[src/rtl/combo_op_pkg.sv]
package combo_op_pkg;

   localparam int BYTE_W = 8;

   // flag bit positions shared by flags_out and flags_mask
   localparam int FLAG_N = 3;
   localparam int FLAG_Z = 2;
   localparam int FLAG_C = 1;
   localparam int FLAG_V = 0;
   localparam int FLAG_W = 4;

   typedef enum logic [3:0] {
      K_NONE,
      K_ANDC,   // and, carry from sign
      K_ANDSR,  // and then shift right
      K_ANDRR,  // and then rotate right with fixups
      K_MAGA,   // magic-constant and into A
      K_MAGAX,  // magic-constant and into A and X
      K_AXSUB,  // (A&X) minus operand into X
      K_SPAND,  // operand & SP into A, X, SP
      K_STAX,   // masked store of A&X
      K_STX,    // masked store of X
      K_STY,    // masked store of Y
      K_STSP    // masked store of A&X, SP loaded
   } op_kind_e;

   typedef struct packed {
      logic [BYTE_W-1:0] a;
      logic              a_we;
      logic [BYTE_W-1:0] x;
      logic              x_we;
      logic [BYTE_W-1:0] sp;
      logic              sp_we;
      logic [FLAG_W-1:0] flags;
      logic [FLAG_W-1:0] mask;
      logic [BYTE_W-1:0] st;
      logic              st_en;
      logic              illegal;
   } result_t;

endpackage

[src/rtl/combo_decode.sv]
module combo_decode
   import combo_op_pkg::*;
#(
   parameter int OPW = 8
) (
   input  logic [OPW-1:0] opcode,
   output op_kind_e       kind
);

   if (OPW != 8) begin : g_bad_opw
      $error("combo_decode: opcode width must be 8");
   end

   always_comb begin
      unique case (opcode)
         8'h0B, 8'h2B: kind = K_ANDC;
         8'h4B:        kind = K_ANDSR;
         8'h6B:        kind = K_ANDRR;
         8'h8B:        kind = K_MAGA;
         8'hAB:        kind = K_MAGAX;
         8'hCB:        kind = K_AXSUB;
         8'hBB:        kind = K_SPAND;
         8'h93, 8'h9F: kind = K_STAX;
         8'h9E:        kind = K_STX;
         8'h9C:        kind = K_STY;
         8'h9B:        kind = K_STSP;
         default:      kind = K_NONE;
      endcase
   end

endmodule

[src/rtl/combo_arr.sv]
module combo_arr #(
   parameter int DW         = 8,
   parameter bit DECIMAL_EN = 1'b1
) (
   input  logic [DW-1:0] t_in,
   input  logic          c_in,
   input  logic          d_in,
   output logic [DW-1:0] r_out,
   output logic          n_out,
   output logic          z_out,
   output logic          c_out,
   output logic          v_out
);

   localparam int NIB = DW / 2;

   if (DW != 8) begin : g_bad_dw
      $error("combo_arr: nibble fixups are defined for 8-bit data only");
   end

   logic [DW-1:0] rot;
   assign rot = {c_in, t_in[DW-1:1]};

   // binary-mode results
   logic bin_c, bin_v;
   assign bin_c = rot[DW-2];
   assign bin_v = rot[DW-2] ^ rot[DW-3];

   if (DECIMAL_EN) begin : g_dec
      logic [NIB:0]     lo_sum;
      logic             lo_fix;
      logic [DW-1:0]    r_lo;
      logic [DW:0]      hi_sum;
      logic             hi_fix;
      logic [NIB-1:0]   lo_add;

      assign lo_sum = {1'b0, t_in[NIB-1:0]} + {{NIB{1'b0}}, t_in[0]};
      assign lo_fix = lo_sum > (NIB+1)'(5);
      assign lo_add = rot[NIB-1:0] + NIB'(6);
      assign r_lo   = lo_fix ? {rot[DW-1:NIB], lo_add} : rot;
      assign hi_sum = {1'b0, t_in} + {1'b0, t_in & DW'(8'h10)};
      assign hi_fix = (hi_sum & (DW+1)'(9'h1F0)) > (DW+1)'(9'h050);

      always_comb begin
         if (d_in) begin
            n_out = c_in;
            z_out = (rot == '0);
            v_out = t_in[DW-2] ^ rot[DW-2];
            c_out = hi_fix;
            r_out = hi_fix ? r_lo + DW'(8'h60) : r_lo;
         end else begin
            n_out = rot[DW-1];
            z_out = (rot == '0);
            v_out = bin_v;
            c_out = bin_c;
            r_out = rot;
         end
      end
   end else begin : g_bin
      assign n_out = rot[DW-1];
      assign z_out = (rot == '0);
      assign v_out = bin_v;
      assign c_out = bin_c;
      assign r_out = rot;
   end

endmodule

[src/rtl/combo_storemask.sv]
module combo_storemask
   import combo_op_pkg::*;
#(
   parameter int DW = 8
) (
   input  op_kind_e      kind,
   input  logic [DW-1:0] a_in,
   input  logic [DW-1:0] x_in,
   input  logic [DW-1:0] y_in,
   input  logic [DW-1:0] base_hi,
   output logic [DW-1:0] data,
   output logic          active
);

   logic [DW-1:0] hi_inc, src;

   assign hi_inc = base_hi + DW'(1);

   always_comb begin
      active = 1'b1;
      unique case (kind)
         K_STAX, K_STSP: src = a_in & x_in;
         K_STX:          src = x_in;
         K_STY:          src = y_in;
         default: begin
            src    = '0;
            active = 1'b0;
         end
      endcase
   end

   assign data = src & hi_inc;

endmodule

[src/rtl/combo_exec.sv]
module combo_exec
   import combo_op_pkg::*;
#(
   parameter int            DW         = 8,
   parameter logic [DW-1:0] MAGIC      = 8'hEE,
   parameter bit            DECIMAL_EN = 1'b1
) (
   input  op_kind_e      kind,
   input  logic [DW-1:0] a_in,
   input  logic [DW-1:0] x_in,
   input  logic [DW-1:0] y_in,
   input  logic [DW-1:0] sp_in,
   input  logic [DW-1:0] operand,
   input  logic          carry_in,
   input  logic          decimal_in,
   input  logic [DW-1:0] base_hi,
   output result_t       res
);

   localparam logic [FLAG_W-1:0] M_NZ   = FLAG_W'((1 << FLAG_N) | (1 << FLAG_Z));
   localparam logic [FLAG_W-1:0] M_NZC  = M_NZ | FLAG_W'(1 << FLAG_C);
   localparam logic [FLAG_W-1:0] M_ALL  = M_NZC | FLAG_W'(1 << FLAG_V);

   if (DW != BYTE_W) begin : g_bad_dw
      $error("combo_exec: DW must equal the package byte width");
   end

   logic [DW-1:0] and_ao, and_ax, mag_a, mag_ax, sp_and;
   logic [DW:0]   sub_full;
   logic [DW-1:0] arr_r, st_data;
   logic          arr_n, arr_z, arr_c, arr_v, st_act;

   assign and_ao   = a_in & operand;
   assign and_ax   = a_in & x_in;
   assign mag_a    = (a_in | MAGIC) & x_in & operand;
   assign mag_ax   = (a_in | MAGIC) & operand;
   assign sp_and   = operand & sp_in;
   assign sub_full = {1'b0, and_ax} - {1'b0, operand};

   combo_arr #(.DW(DW), .DECIMAL_EN(DECIMAL_EN)) u_arr (
      .t_in  (and_ao),
      .c_in  (carry_in),
      .d_in  (decimal_in),
      .r_out (arr_r),
      .n_out (arr_n),
      .z_out (arr_z),
      .c_out (arr_c),
      .v_out (arr_v)
   );

   combo_storemask #(.DW(DW)) u_st (
      .kind    (kind),
      .a_in    (a_in),
      .x_in    (x_in),
      .y_in    (y_in),
      .base_hi (base_hi),
      .data    (st_data),
      .active  (st_act)
   );

   function automatic logic [FLAG_W-1:0] nz_of(input logic [DW-1:0] v);
      logic [FLAG_W-1:0] f;
      f         = '0;
      f[FLAG_N] = v[DW-1];
      f[FLAG_Z] = (v == '0);
      return f;
   endfunction

   always_comb begin
      res = '0;
      unique case (kind)
         K_ANDC: begin
            res.a = and_ao; res.a_we = 1'b1;
            res.flags = nz_of(and_ao);
            res.flags[FLAG_C] = and_ao[DW-1];
            res.mask = M_NZC;
         end
         K_ANDSR: begin
            res.a = and_ao >> 1; res.a_we = 1'b1;
            res.flags = nz_of(and_ao >> 1);
            res.flags[FLAG_C] = and_ao[0];
            res.mask = M_NZC;
         end
         K_ANDRR: begin
            res.a = arr_r; res.a_we = 1'b1;
            res.flags[FLAG_N] = arr_n;
            res.flags[FLAG_Z] = arr_z;
            res.flags[FLAG_C] = arr_c;
            res.flags[FLAG_V] = arr_v;
            res.mask = M_ALL;
         end
         K_MAGA: begin
            res.a = mag_a; res.a_we = 1'b1;
            res.flags = nz_of(mag_a);
            res.mask = M_NZ;
         end
         K_MAGAX: begin
            res.a = mag_ax; res.a_we = 1'b1;
            res.x = mag_ax; res.x_we = 1'b1;
            res.flags = nz_of(mag_ax);
            res.mask = M_NZ;
         end
         K_AXSUB: begin
            res.x = sub_full[DW-1:0]; res.x_we = 1'b1;
            res.flags = nz_of(sub_full[DW-1:0]);
            res.flags[FLAG_C] = ~sub_full[DW];
            res.mask = M_NZC;
         end
         K_SPAND: begin
            res.a = sp_and; res.a_we = 1'b1;
            res.x = sp_and; res.x_we = 1'b1;
            res.sp = sp_and; res.sp_we = 1'b1;
            res.flags = nz_of(sp_and);
            res.mask = M_NZ;
         end
         K_STAX, K_STX, K_STY: begin
            res.st = st_data; res.st_en = st_act;
         end
         K_STSP: begin
            res.st = st_data; res.st_en = st_act;
            res.sp = and_ax; res.sp_we = 1'b1;
         end
         default: res.illegal = 1'b1;
      endcase
   end

endmodule

[src/rtl/combo_op_unit.sv]
module combo_op_unit
   import combo_op_pkg::*;
#(
   parameter int          DW         = 8,
   parameter logic [7:0]  MAGIC      = 8'hEE,
   parameter bit          DECIMAL_EN = 1'b1
) (
   input  logic          clk,
   input  logic          rst_n,
   input  logic          in_valid,
   input  logic [7:0]    opcode,
   input  logic [DW-1:0] a_in,
   input  logic [DW-1:0] x_in,
   input  logic [DW-1:0] y_in,
   input  logic [DW-1:0] sp_in,
   input  logic [DW-1:0] operand,
   input  logic          carry_in,
   input  logic          decimal_in,
   input  logic [DW-1:0] base_hi,
   output logic          out_valid,
   output logic [DW-1:0] a_out,
   output logic          a_we,
   output logic [DW-1:0] x_out,
   output logic          x_we,
   output logic [DW-1:0] sp_out,
   output logic          sp_we,
   output logic [3:0]    flags_out,
   output logic [3:0]    flags_mask,
   output logic [DW-1:0] store_data,
   output logic          store_en,
   output logic          illegal
);

   if (DW != BYTE_W) begin : g_bad_dw
      $error("combo_op_unit: only byte-wide data is supported");
   end

   op_kind_e kind;
   result_t  res_d, res_q;
   logic     vld_q;

   combo_decode #(.OPW(8)) u_dec (
      .opcode (opcode),
      .kind   (kind)
   );

   combo_exec #(.DW(DW), .MAGIC(MAGIC), .DECIMAL_EN(DECIMAL_EN)) u_exec (
      .kind       (kind),
      .a_in       (a_in),
      .x_in       (x_in),
      .y_in       (y_in),
      .sp_in      (sp_in),
      .operand    (operand),
      .carry_in   (carry_in),
      .decimal_in (decimal_in),
      .base_hi    (base_hi),
      .res        (res_d)
   );

   always_ff @(posedge clk or negedge rst_n) begin
      if (!rst_n) begin
         res_q <= '0;
         vld_q <= 1'b0;
      end else begin
         vld_q <= in_valid;
         if (in_valid) res_q <= res_d;
      end
   end

   assign out_valid  = vld_q;
   assign a_out      = res_q.a;
   assign a_we       = res_q.a_we;
   assign x_out      = res_q.x;
   assign x_we       = res_q.x_we;
   assign sp_out     = res_q.sp;
   assign sp_we      = res_q.sp_we;
   assign flags_out  = res_q.flags;
   assign flags_mask = res_q.mask;
   assign store_data = res_q.st;
   assign store_en   = res_q.st_en;
   assign illegal    = res_q.illegal;

endmodule

[config.mk]
export PLATFORM = sky130hd
export DESIGN_NAME = combo_op_unit
export DESIGN_NICKNAME = d
export VERILOG_FILES = /design/src/rtl/combo_op_pkg.sv /design/src/rtl/combo_decode.sv /design/src/rtl/combo_arr.sv /design/src/rtl/combo_storemask.sv /design/src/rtl/combo_exec.sv /design/src/rtl/combo_op_unit.sv
export SDC_FILE = /design/constraint.sdc
export NUM_CORES = 1
export LEC_CHECK = 0
export BUFFER_PORTS_ARGS = -buffer_cell sky130_fd_sc_hd__buf_2
export CAP_MARGIN = 20
export CELL_PAD_IN_SITES_DETAIL_PLACEMENT = 0
export CELL_PAD_IN_SITES_GLOBAL_PLACEMENT = 1
export CORE_ASPECT_RATIO = 0.75
export CORE_MARGIN = 2
export CORE_UTILIZATION = 37
export DETAILED_ROUTE_END_ITERATION = 10
export PLACE_DENSITY = 0.81
export SETUP_SLACK_MARGIN = 0.1
export SLEW_MARGIN = 15
export SYNTH_ARGS = -nofsm -noshare
export SYNTH_HDL_FRONTEND = slang
export SYNTH_HIERARCHICAL = 1
export SYNTH_SLANG_ARGS = --single-unit
[constraint.sdc]
create_clock -name clk -period 0.8 [get_ports clk]
set_clock_uncertainty 0.05 [all_clocks]
set_input_delay 0.08 -clock clk [delete_from_list [all_inputs] [get_ports clk]]
set_output_delay 0.08 -clock clk [all_outputs]
set_load 0.05 [all_outputs]
==> impl_metrics.toml <==
[outcome]
outcome = "finished with violations"
violations = "setup timing"

[synth]
yosysSeqAreaShare_pct = 28.2
netlist_area_sq_mm = 0.00409
synth_commonest_cells = "46 x dfrtp_1, 43 x nand2_1, 40 x mux2_4"
synth_top_cell_by_area = "dfrtp_1"
avgSynthCellArea_sq_um = 9.46
synth_warnings = 6
yosys-top-cells-area = "dfrtp_1 28%, mux2_4 15%, ha_1 5.5%"
synth_nets = 512
synthDistinctLibCells = 71
synth_top_area_share_pct = 28.2
ys_async_sr_fraction_pct = 100
ys_seq_elements = 46
netlist_instances = 432
synth_flop_cell = "dfrtp_1"
synth_most_common_cell = "dfrtp_1"
synth_edf_count = 0

[die]
die_h_um = 95.0
die_w_um = 125
fp-row-count = 33
core_region_area_sq_mm = 0.0109
die_area_sq_mm = 0.0119
start_util_pct = 37.6
io_pins = 107

[cells_and_area]
area_growth_pct = 77.7
n_fill_cell = 869
drive_above_1_share_pct = 67.6
num-nets-final = 792
final_area_sq_mm = 0.00726
seq_area_sq_mm = 0.00121
antennaDiodeCount = 0
multi_input_area_sq_mm = 0.00306

[placement]
place_hpwl_mm = 12.2
pre_cts_slack_ns = -1.59
portBuffers = 106
gp_congestion = 0.985
placed_cell_area_sq_mm = 0.00593

[worst_setup_path]
cp_max_fo = 7
worst_path_most_repeated_cell = "buf_12"
critPathCaptureType = "flop"
r2r_slack_ns = -0.18
critical_path_class = "in -> reg"
path_buf_inv = 4
cpLargestDelayFamily = "simple AND/OR/NAND/NOR gates"
required_ns = 0.92
worstPathCellList = "buf_8, or3b_4, mux2i_1, a32o_2, buf_12, buf_12, inv_8, maj3_2, a22o_1, and3_1, and2_1, mux2_4"
cpPeakStageDelay_ns = 0.39
slowest_stage = "or3b_4"
arrival_ns = 2.16
cp-start-kind = "input port"

[clock_network]
cts-root-buf = "clkbuf_16"
clkLatencyLatePin_ns = 0.29
cts_buffer_depth = 2
cts_tree = "yes"
cts_htree_levels = 2
clk_pin_slew_worst_paths_ns = 0.06
cts.sink_count = 46
cts-buffers-inserted = 5

[grt]
grt_usage_pct = 26.6
grt_pass1_vias = 4515
grt_pass1_wl_mm = 24.6
grt_start_max_net_pins = 24
grt_antenna_before_repair = 0
grt_overflow = 0

[detailed_routing]
drc_errors = 0
drtIter0Drc = 260
dr_total_vias = 4461
wire_per_inst_um = 18.2
antenna_left = 0
avgViaCountPerCell = 5.23
first_pass_iters = 5
wirelength_mm = 15.5

[timing]
finalHoldViolCount = 0
hold_slack_ns = 0.0940
slew_headroom_pct = 76.6
setup_ws_ns = -1.24
tns_ns = -55.96
maxSlewViolCount = 0
rsz0062_at_grt = "true"
setup_violations = 91
max_freq_mhz = 490
period_needed_ns = 2.04
fin_crit_sh_pct = 255
worst_pin_slew_ns = 0.350

[power_and_ir_drop]
p_per_area_mw_per_mm2 = 924
ir_drop_mv = 0.735
p_leak_nw = 3.54

[run]
drv_cap = 0

[min_path]
worstHoldPathType = "in -> reg"
==> per-stage QoR <==
| step | power [mW] | util [%] | instances |
|---|---|---|---|
| 6_report | 6.71 | 66.9 | 853 |
| 3_3_place_gp | 4.30 | 54.6 | 796 |
| 5_1_grt | 7.06 | 66.9 | 853 |
| 4_1_cts | 6.71 | 65.0 | 845 |
| 3_5_place_dp | 4.32 | 54.6 | 796 |
| 2_1_floorplan | 3.34 | - | 432 |
==> repair_timing <==
action	in CTS	in global routing
endpoints found under the setup margin	91	91
endpoints found under the hold margin	46	0
setup buffers	38	9
hold buffers	1	0
cloned	2	0
pin swaps	36	23
resized for setup	183	29
==> registers in the layout, summed over array words and instances (netlist names) <==
name,cells
a_out,8
sp_out,8
store_data,8
x_out,8
flags_mask,4
flags_out,4
a_we,1
illegal,1
out_valid,1
sp_we,1
store_en,1
x_we,1
==> logic make-up (layout without fill, tap and decap cells) <==
kind of cell	Yosys count	in the layout	share of synthesized area [%]
flip-flops	46	46	28.2
XOR/XNOR	19	19	4.07
multiplexers	48	48	16.8
AO/OA/AOI/OAI	97	97	17.6
AND/OR/NAND/NOR	141	141	17.8
adder cells (fa/ha/maj)	27	27	7.99
buffers and inverters	54	335	7.56
==> path summary, 6_finish.rpt <==
| path | from | end | cells after the start |
|---|---|---|---|
| worst max register to register | sp_out[2] | sp_out[2] | 2 |
| max in group asynchronous | rst_n | store_en | 3 |
| min in group asynchronous | rst_n | a_out[0] | 2 |
| worst min register to register | x_out[5] | x_out[5] | 1 |
| worst max-delay path | opcode[0] | store_data[1] | 12 |
| worst min-delay path | in_valid | out_valid | 2 |
==> cell usage in the layout (no fill, tap or decap), types with 10 or more instances in the layout <==
| master | count |
|---|---|
| a22oi_1 | 10 |
| buf_12 | 11 |
| buf_2 | 53 |
| buf_4 | 160 |
| buf_6 | 60 |
| buf_8 | 11 |
| dfrtp_2 | 44 |
| ha_1 | 15 |
| inv_1 | 25 |
| mux2_4 | 44 |
| nand2_1 | 34 |
| nand3_1 | 11 |
| nor2_1 | 18 |
| xor2_1 | 11 |
==> metal layers <==
metal | wire [um] | vias to the layer above | GRT usage (%)
li1 | - | 2123 | -
met2 | 7110 | 157 | 43.5
met1 | 7320 | 2158 | 37.0
met3 | 840 | 23 | 4.83
met5 | 0 | - | 0
met4 | 279 | 0 | 5.74
==> power by group <==
part	internal [mW]	total, mW	switching [mW]
registers	2.35	2.38	0.0209
clock network	1.26	2.13	0.878
logic	1.10	2.20	1.10
==> final cells by class <==
class | instances | share of cell area [%]
well taps | 140 | 2.41
flip-flops and latches | 46 | 16.6
repair inverters | 1 | 0.103
clock inverters | 1 | 0.121
multi-input cells | 332 | 42.1
repair buffers | 296 | 34.9
inverters | 30 | 1.76
clock buffers | 7 | 1.96
Note: power is estimated with default switching activity, not from simulation.
